`config.mk`:
```
export PLATFORM = sky130hd
export DESIGN_NAME = tile_dma
export DESIGN_NICKNAME = d
export VERILOG_FILES = /design/src/rtl/tdma_pkg.sv /design/src/rtl/tdma_regs.sv /design/src/rtl/tdma_seq.sv /design/src/rtl/tile_dma.sv
export SDC_FILE = /design/constraint.sdc
export NUM_CORES = 1
export LEC_CHECK = 0
export ABC_AREA = 1
export CAP_MARGIN = 20
export CORE_MARGIN = 2
export CORE_UTILIZATION = 40
export CTS_BUF_LIST = sky130_fd_sc_hd__clkbuf_8
export CTS_CLUSTER_DIAMETER = 120
export DETAILED_ROUTE_END_ITERATION = 8
export PLACE_DENSITY = 0.74
export SKIP_LAST_GASP = 1
export SLEW_MARGIN = 20
export SYNTH_ARGS = -nofsm -noshare
export SYNTH_HDL_FRONTEND = slang
export SYNTH_SLANG_ARGS = --single-unit
```
`constraint.sdc`:
```
create_clock -name clk_i -period 3.99 [get_ports clk_i]
set_input_delay 0.798 -clock clk_i [delete_from_list [all_inputs] [get_ports clk_i]]
set_output_delay 0.798 -clock clk_i [all_outputs]
set_load 0.01 [all_outputs]
```
`src/rtl/tdma_pkg.sv`:
```
package tdma_pkg;
  localparam int REG_W    = 32;
  localparam int LOCAL_AW = 9;   // 4 KiB bank / 8-byte words
  localparam int ROWS_W   = 8;

  localparam logic [REG_W-1:0] LEN_IDLE = 32'h0000_0FF8;
  localparam logic [REG_W-1:0] LEN_KEEP = 32'hFF80_0000;

  typedef enum logic [1:0] {
    SEL_LADDR    = 2'd0,
    SEL_DADDR    = 2'd1,
    SEL_TO_LOCAL = 2'd2,
    SEL_TO_DRAM  = 2'd3
  } reg_sel_e;

  typedef enum logic [1:0] {
    ST_IDLE  = 2'd0,
    ST_RUN   = 2'd1,
    ST_DRAIN = 2'd2
  } state_e;

  typedef struct packed {
    logic [LOCAL_AW-1:0] row_words_m1;
    logic [ROWS_W-1:0]   rows_m1;
    logic [LOCAL_AW-1:0] gap_words;
  } shape_t;

  function automatic shape_t decode_shape(input logic [REG_W-1:0] w);
    shape_t s;
    s.row_words_m1 = w[11:3];
    s.rows_m1      = w[19:12];
    s.gap_words    = w[31:23];
    return s;
  endfunction
endpackage

```
`src/rtl/tdma_regs.sv`:
```
module tdma_regs import tdma_pkg::*; #(
  parameter int DRAM_AW = 21
) (
  input  logic                clk_i,
  input  logic                rst_ni,
  input  logic                we_i,
  input  logic [1:0]          sel_i,
  input  logic [REG_W-1:0]    wdata_i,
  input  logic                busy_i,
  input  logic                fin_i,
  input  logic                fin_bank_i,
  input  logic [LOCAL_AW-1:0] fin_off_i,
  input  logic [DRAM_AW-1:0]  fin_dword_i,
  output logic                start_o,
  output logic                start_to_local_o,
  output shape_t              start_shape_o,
  output logic                pend_bank_o,
  output logic [LOCAL_AW-1:0] pend_off_o,
  output logic [DRAM_AW-1:0]  pend_dword_o,
  output logic [REG_W-1:0]    local_addr_o,
  output logic [REG_W-1:0]    dram_addr_o,
  output logic [REG_W-1:0]    rd_len_o,
  output logic [REG_W-1:0]    wr_len_o
);
  localparam int LPAD = REG_W - LOCAL_AW - 4;
  localparam int DPAD = REG_W - DRAM_AW - 3;

  reg_sel_e sel;
  assign sel = reg_sel_e'(sel_i);

  logic [REG_W-1:0] rd_len_q, wr_len_q, laddr_q, daddr_q;

  assign start_o          = we_i && !busy_i && (sel == SEL_TO_LOCAL || sel == SEL_TO_DRAM);
  assign start_to_local_o = (sel == SEL_TO_LOCAL);
  assign start_shape_o    = decode_shape(wdata_i);

  always_ff @(posedge clk_i or negedge rst_ni) begin
    if (!rst_ni) begin
      pend_bank_o  <= 1'b0;
      pend_off_o   <= '0;
      pend_dword_o <= '0;
      rd_len_q     <= LEN_IDLE;
      wr_len_q     <= LEN_IDLE;
      laddr_q      <= '0;
      daddr_q      <= '0;
    end else begin
      if (we_i && sel == SEL_LADDR) begin
        pend_bank_o <= wdata_i[LOCAL_AW+3];
        pend_off_o  <= wdata_i[LOCAL_AW+2:3];
      end
      if (we_i && sel == SEL_DADDR) pend_dword_o <= wdata_i[DRAM_AW+2:3];
      if (fin_i) begin
        rd_len_q <= (rd_len_q & LEN_KEEP) | LEN_IDLE;
        wr_len_q <= (wr_len_q & LEN_KEEP) | LEN_IDLE;
        laddr_q  <= {{LPAD{1'b0}}, fin_bank_i, fin_off_i, 3'b000};
        daddr_q  <= {{DPAD{1'b0}}, fin_dword_i, 3'b000};
      end else if (start_o) begin
        if (start_to_local_o) rd_len_q <= wdata_i;
        else                  wr_len_q <= wdata_i;
      end
    end
  end

  assign rd_len_o     = rd_len_q;
  assign wr_len_o     = wr_len_q;
  assign local_addr_o = laddr_q;
  assign dram_addr_o  = daddr_q;

  assert_ignore_busy_R10: assert property (@(posedge clk_i) disable iff (!rst_ni)
    (we_i && busy_i && !fin_i && sel_i[1]) |=> ($stable(rd_len_o) && $stable(wr_len_o)));

  assert_len_idle_R9: assert property (@(posedge clk_i) disable iff (!rst_ni)
    fin_i |=> (rd_len_o[22:0] == 23'h000FF8 && wr_len_o[22:0] == 23'h000FF8));
endmodule

```
`src/rtl/tdma_seq.sv`:
```
module tdma_seq import tdma_pkg::*; #(
  parameter int DRAM_AW = 21
) (
  input  logic                clk_i,
  input  logic                rst_ni,
  input  logic                start_i,
  input  logic                start_to_local_i,
  input  shape_t              shape_i,
  input  logic                pend_bank_i,
  input  logic [LOCAL_AW-1:0] pend_off_i,
  input  logic [DRAM_AW-1:0]  pend_dword_i,
  output logic                busy_o,
  output logic                issue_o,
  output logic                fin_o,
  output logic                to_local_o,
  output logic                bank_o,
  output logic [LOCAL_AW-1:0] local_ptr_o,
  output logic [DRAM_AW-1:0]  dram_ptr_o
);
  state_e              state_q;
  shape_t              shape_q;
  logic [LOCAL_AW-1:0] col_q;
  logic [ROWS_W-1:0]   row_q;
  logic                row_end, last;

  assign row_end = (col_q == shape_q.row_words_m1);
  assign last    = row_end && (row_q == shape_q.rows_m1);

  always_ff @(posedge clk_i or negedge rst_ni) begin
    if (!rst_ni) begin
      state_q     <= ST_IDLE;
      shape_q     <= '0;
      col_q       <= '0;
      row_q       <= '0;
      to_local_o  <= 1'b0;
      bank_o      <= 1'b0;
      local_ptr_o <= '0;
      dram_ptr_o  <= '0;
    end else begin
      unique case (state_q)
        ST_IDLE: if (start_i) begin
          state_q     <= ST_RUN;
          shape_q     <= shape_i;
          col_q       <= '0;
          row_q       <= '0;
          to_local_o  <= start_to_local_i;
          bank_o      <= pend_bank_i;
          local_ptr_o <= pend_off_i;
          dram_ptr_o  <= pend_dword_i;
        end
        ST_RUN: begin
          local_ptr_o <= local_ptr_o + 1'b1;  // wraps inside the bank
          if (row_end) begin
            col_q      <= '0;
            row_q      <= row_q + 1'b1;
            dram_ptr_o <= dram_ptr_o + DRAM_AW'(1) + DRAM_AW'(shape_q.gap_words);
          end else begin
            col_q      <= col_q + 1'b1;
            dram_ptr_o <= dram_ptr_o + 1'b1;
          end
          if (last) state_q <= ST_DRAIN;
        end
        ST_DRAIN: state_q <= ST_IDLE;
        default:  state_q <= ST_IDLE;
      endcase
    end
  end

  assign busy_o  = (state_q != ST_IDLE);
  assign issue_o = (state_q == ST_RUN);
  assign fin_o   = (state_q == ST_DRAIN);

  assert_rows_bound_R5: assert property (@(posedge clk_i) disable iff (!rst_ni)
    (state_q == ST_RUN) |-> (row_q <= shape_q.rows_m1 && col_q <= shape_q.row_words_m1));

  assert_bank_hold_R7: assert property (@(posedge clk_i) disable iff (!rst_ni)
    (state_q == ST_RUN) |=> $stable(bank_o));
endmodule

```
`src/rtl/tile_dma.sv`:
```
module tile_dma import tdma_pkg::*; #(
  parameter int DATA_W  = 64,
  parameter int DRAM_AW = 21
) (
  input  logic                clk_i,
  input  logic                rst_ni,
  input  logic                reg_we_i,
  input  logic [1:0]          reg_sel_i,
  input  logic [31:0]         reg_wdata_i,
  output logic [31:0]         local_addr_o,
  output logic [31:0]         dram_addr_o,
  output logic [31:0]         rd_len_o,
  output logic [31:0]         wr_len_o,
  output logic                busy_o,
  output logic                done_o,
  output logic                lm_req_o,
  output logic                lm_we_o,
  output logic                lm_bank_o,
  output logic [8:0]          lm_addr_o,
  output logic [DATA_W-1:0]   lm_wdata_o,
  input  logic [DATA_W-1:0]   lm_rdata_i,
  output logic                dr_req_o,
  output logic                dr_we_o,
  output logic [DRAM_AW-1:0]  dr_addr_o,
  output logic [DATA_W-1:0]   dr_wdata_o,
  input  logic [DATA_W-1:0]   dr_rdata_i
);
  logic                start, start_to_local, pend_bank;
  shape_t              start_shape;
  logic [LOCAL_AW-1:0] pend_off, local_ptr;
  logic [DRAM_AW-1:0]  pend_dword, dram_ptr;
  logic                busy, issue, fin, to_local, bank;

  tdma_regs #(.DRAM_AW(DRAM_AW)) u_regs (
    .clk_i, .rst_ni,
    .we_i            (reg_we_i),
    .sel_i           (reg_sel_i),
    .wdata_i         (reg_wdata_i),
    .busy_i          (busy),
    .fin_i           (fin),
    .fin_bank_i      (bank),
    .fin_off_i       (local_ptr),
    .fin_dword_i     (dram_ptr),
    .start_o         (start),
    .start_to_local_o(start_to_local),
    .start_shape_o   (start_shape),
    .pend_bank_o     (pend_bank),
    .pend_off_o      (pend_off),
    .pend_dword_o    (pend_dword),
    .local_addr_o,
    .dram_addr_o,
    .rd_len_o,
    .wr_len_o
  );

  tdma_seq #(.DRAM_AW(DRAM_AW)) u_seq (
    .clk_i, .rst_ni,
    .start_i         (start),
    .start_to_local_i(start_to_local),
    .shape_i         (start_shape),
    .pend_bank_i     (pend_bank),
    .pend_off_i      (pend_off),
    .pend_dword_i    (pend_dword),
    .busy_o          (busy),
    .issue_o         (issue),
    .fin_o           (fin),
    .to_local_o      (to_local),
    .bank_o          (bank),
    .local_ptr_o     (local_ptr),
    .dram_ptr_o      (dram_ptr)
  );

  // write stage: destination address trails the read by one cycle
  logic                wr_valid_q, done_q;
  logic [LOCAL_AW-1:0] wr_local_q;
  logic [DRAM_AW-1:0]  wr_dram_q;

  always_ff @(posedge clk_i or negedge rst_ni) begin
    if (!rst_ni) begin
      wr_valid_q <= 1'b0;
      wr_local_q <= '0;
      wr_dram_q  <= '0;
      done_q     <= 1'b0;
    end else begin
      wr_valid_q <= issue;
      wr_local_q <= local_ptr;
      wr_dram_q  <= dram_ptr;
      done_q     <= fin;
    end
  end

  assign busy_o     = busy;
  assign done_o     = done_q;
  assign lm_bank_o  = bank;
  assign lm_req_o   = to_local ? wr_valid_q : issue;
  assign lm_we_o    = to_local && wr_valid_q;
  assign lm_addr_o  = to_local ? wr_local_q : local_ptr;
  assign lm_wdata_o = dr_rdata_i;
  assign dr_req_o   = to_local ? issue : wr_valid_q;
  assign dr_we_o    = !to_local && wr_valid_q;
  assign dr_addr_o  = to_local ? dram_ptr : wr_dram_q;
  assign dr_wdata_o = lm_rdata_i;

  assert_done_pulse_R11: assert property (@(posedge clk_i) disable iff (!rst_ni)
    done_o |=> !done_o);

  assert_done_idle_R11: assert property (@(posedge clk_i) disable iff (!rst_ni)
    done_o |-> !busy_o);

  assert_start_busy_R10: assert property (@(posedge clk_i) disable iff (!rst_ni)
    (reg_we_i && reg_sel_i[1] && !busy_o) |=> busy_o);

  assert_one_writer_R4: assert property (@(posedge clk_i) disable iff (!rst_ni)
    !(lm_we_o && dr_we_o));

  assert_local_step_R7: assert property (@(posedge clk_i) disable iff (!rst_ni)
    (lm_we_o && $past(lm_we_o)) |-> (lm_addr_o == $past(lm_addr_o) + 1'b1 && $stable(lm_bank_o)));
endmodule

```
==> impl_metrics.ini <==
[timing]
rsz0062_at_grt = false
fmax_ghz = 0.315
setup_tns_ns = 0
slew_headroom = 0.365
hold_violations = 0
tightest_slew_ns = 0.948
fin_crit_ns = 3.18
fin_crit_sh = 0.796
finalSetupViolCount = 0
clock_skew_ns = 0.0158
drv_slew = 0

[global_routing]
use_met3 = 0.0881
first_global_vias = 9007
grt_pass1_wl_mm = 51.8
busiest_layer = met2
grtUsageTotal = 0.214
grt_max_degree = 112
met1_usage = 0.289
grt_antenna_before_repair = 0
overflow = 0
use_met2 = 0.315

[worst_setup_path]
critPathKind = reg -> out
rrSetupSlack_ns = 0.88
setup.worst_path.end_class = output pin
start_kind = flop
crit_arrival_ns = 2.38
critPathMaxFanout = 15
r2r_end = u_seq.dram_ptr_o[9]
required_ns = 3.19
reg2regPathDepth = 16
r2r_start = u_seq.dram_ptr_o[0]

[logic_synthesis]
yosys-top-cells-area = dfrtp_1, nand2_1, buf_4
synth_edf_count = 0
yosys_warnings = 0
synth_top_family_by_area = simple AND/OR/NAND/NOR gates
synth_xor_area_frac = 0.0226
synth_compound_area_frac = 0.126
syn_avg_cell_area_um2 = 8.38
synthFlopType = dfrtp_1
netlist_area_um2 = 12000
ys_ff_latch = 235
postSynthCellCount = 1429
yosysSeqAreaShare = 0.493
yosysTopAreaCell = dfrtp_1
synthMuxAreaShare = 0
yosys.area_share.simple = 0.180
synth_top_cell_area_share = 0.454
ys_types = 39
synth-adder-area-share = 0.0163
async_flop_share = 1.00

[pwr]
power_density_nw_per_um2 = 627
vdd_drop_max_mv = 0.245
p_leak_nw = 6.47

[layout]
postLayoutCoreUtil = 0.469
layout_commonest_cell = nand2_1
layout-drive-gt1-share = 0.0844
syn_to_final_growth_pct = 15.8
instances_no_fill = 1895
final_cell_mix = nand2_1, dfrtp_1, o21ai_0
antennaDiodeCount = 0
finalNetCount = 1659
postLayoutCellArea_um2 = 13900

[clocking]
root_buffer = clkbuf_8
clk_latency_ns = 0.55
clockBufferDepth = 3
cts_resized = 0
clk_pin_slew_ns = 0.07
postCtsHoldBufs = 0
cts_buffers = 42
postCtsSetupBuffers = 0
cts_max_level = 2
cts.sinks = 235
cts_tree = done

[placement]
place.gp.congestion = 0.904
hpwl_mm = 24.9
place_inst = 1825
portBuffers = 168
dpl-instance-area_um2 = 13000

[worst_hold_path]
min_path_type = in -> async

[detailed_routing]
first_pass_iters = 7
drt_iter0_markers = 768
viasPerCell = 4.96
wl_per_cell_um = 17.8
drc = 0
wirelength_mm = 33.8
ant_nets = 0
via_count = 9399

[status]
status = finished clean

[floorplan]
fp.coreArea_um2 = 29600
rows = 63
initial_core_util = 0.405
die_y_um = 177
dieWidth_um = 177
dieArea_um2 = 31300
num_io_pins = 458

[job]
maxCapViolCount = 0
-- sequential cells by signal, summed over array words and instances, names as in the netlist --
signal,count
u_regs.pend_dword_o,21
u_seq.bank_o,1
u_regs.pend_bank_o,1
u_seq.row_q,8
u_regs.pend_off_o,9
u_seq.dram_ptr_o,21
u_seq.shape_q,26
u_seq.local_ptr_o,9
done_o,1
wr_valid_q,1
u_regs.dram_addr_o,21
u_seq.to_local_o,1
u_seq.state_q,2
u_seq.col_q,9
wr_local_q,9
wr_dram_q,21
u_regs.rd_len_o,32
u_regs.local_addr_o,10
u_regs.wr_len_o,32
-- power by group --
group          switching, W  leakage [nW]  total (W)  internal (W)
Combinational       0.00166          3.04    0.00286       0.00121
Clock              0.000996         0.487    0.00235       0.00136
Sequential         0.000480          2.95    0.00347       0.00299
-- worst max path at each step --
| stage | end | cells past startpoint | from |
|---|---|---|---|
| global placement | u_regs.wr_len_o[4] | 6 | reg_we_i |
| finish | dr_req_o | 5 | u_seq.state_q[1] |
| detailed placement | u_regs.wr_len_o[10] | 6 | reg_we_i |
| floorplan | u_seq.dram_ptr_o[13] | 14 | u_seq.dram_ptr_o[0] |
| global route | u_seq.dram_ptr_o[13] | 16 | u_seq.dram_ptr_o[0] |
| CTS | dr_req_o | 5 | u_seq.state_q[1] |
-- metal layers --
metal / share of wire / routed length (µm) / up-vias
li1: - / - / 4478
met1: 0.42 / 14200 / 4369
met2: 0.43 / 14600 / 483
met3: 0.13 / 4300 / 67
met4: 0.019 / 634 / 2
met5: 0.0019 / 64 / -
-- synthesized netlist by cell type, types with 2 or more instances --
cell / instances
nand2_2: 7
clkbuf_1: 42
o31ai_1: 4
buf_4: 161
o21ai_0: 208
ha_1: 14
clkinv_1: 6
o21bai_1: 5
a31oi_1: 10
nor2_2: 9
dfstp_2: 18
o211ai_1: 10
xor2_1: 17
buf_2: 3
or2_2: 4
o221ai_1: 5
xnor2_1: 12
nand3_1: 54
dfrtp_1: 217
nand2_1: 330
o22ai_1: 7
nor3_1: 9
inv_2: 5
inv_1: 138
a21oi_1: 29
nor2_1: 79
nand2_4: 2
nand4_1: 9
nor2_4: 5
-- metrics by stage --
stage | setup slack (ns) | hold slack [ns] | power (W)
finish | 0.814 | 0.350 | 0.00868
global route | 0.542 | 0.378 | 0.00927
CTS | 0.769 | 0.348 | 0.00872
detailed placement | 0.694 | 0.366 | 0.00633
global placement | 0.807 | 0.358 | 0.00627
floorplan | 1.39 | 0.354 | 0.00525
-- layout make-up --
class	count	area [µm²]
Fill cell	2837	15700
Sequential cell	235	5900
Multi-Input combinational cell	871	4250
Timing Repair Buffer	180	1790
Clock buffer	48	661
Inverter	149	559
Tap cell	390	488
Clock inverter	22	205
-- worst max-delay path: stages, from the launching register on --
cell             delay, ns
dfrtp_1               0.40
nor2_2                0.29
inv_1                 0.19
buf_4                 0.24
o21bai_1              0.14
clkdlybuf4s50_1       0.57
-- cells by family after synthesis --
logic type,Yosys count
buffers and inverters,355
AO/OA/AOI/OAI,281
XOR/XNOR,30
other,1
AND/OR/NAND/NOR,512
flip-flops,235
adder cells (fa/ha/maj),15
Power figures use the tool's default switching activity.
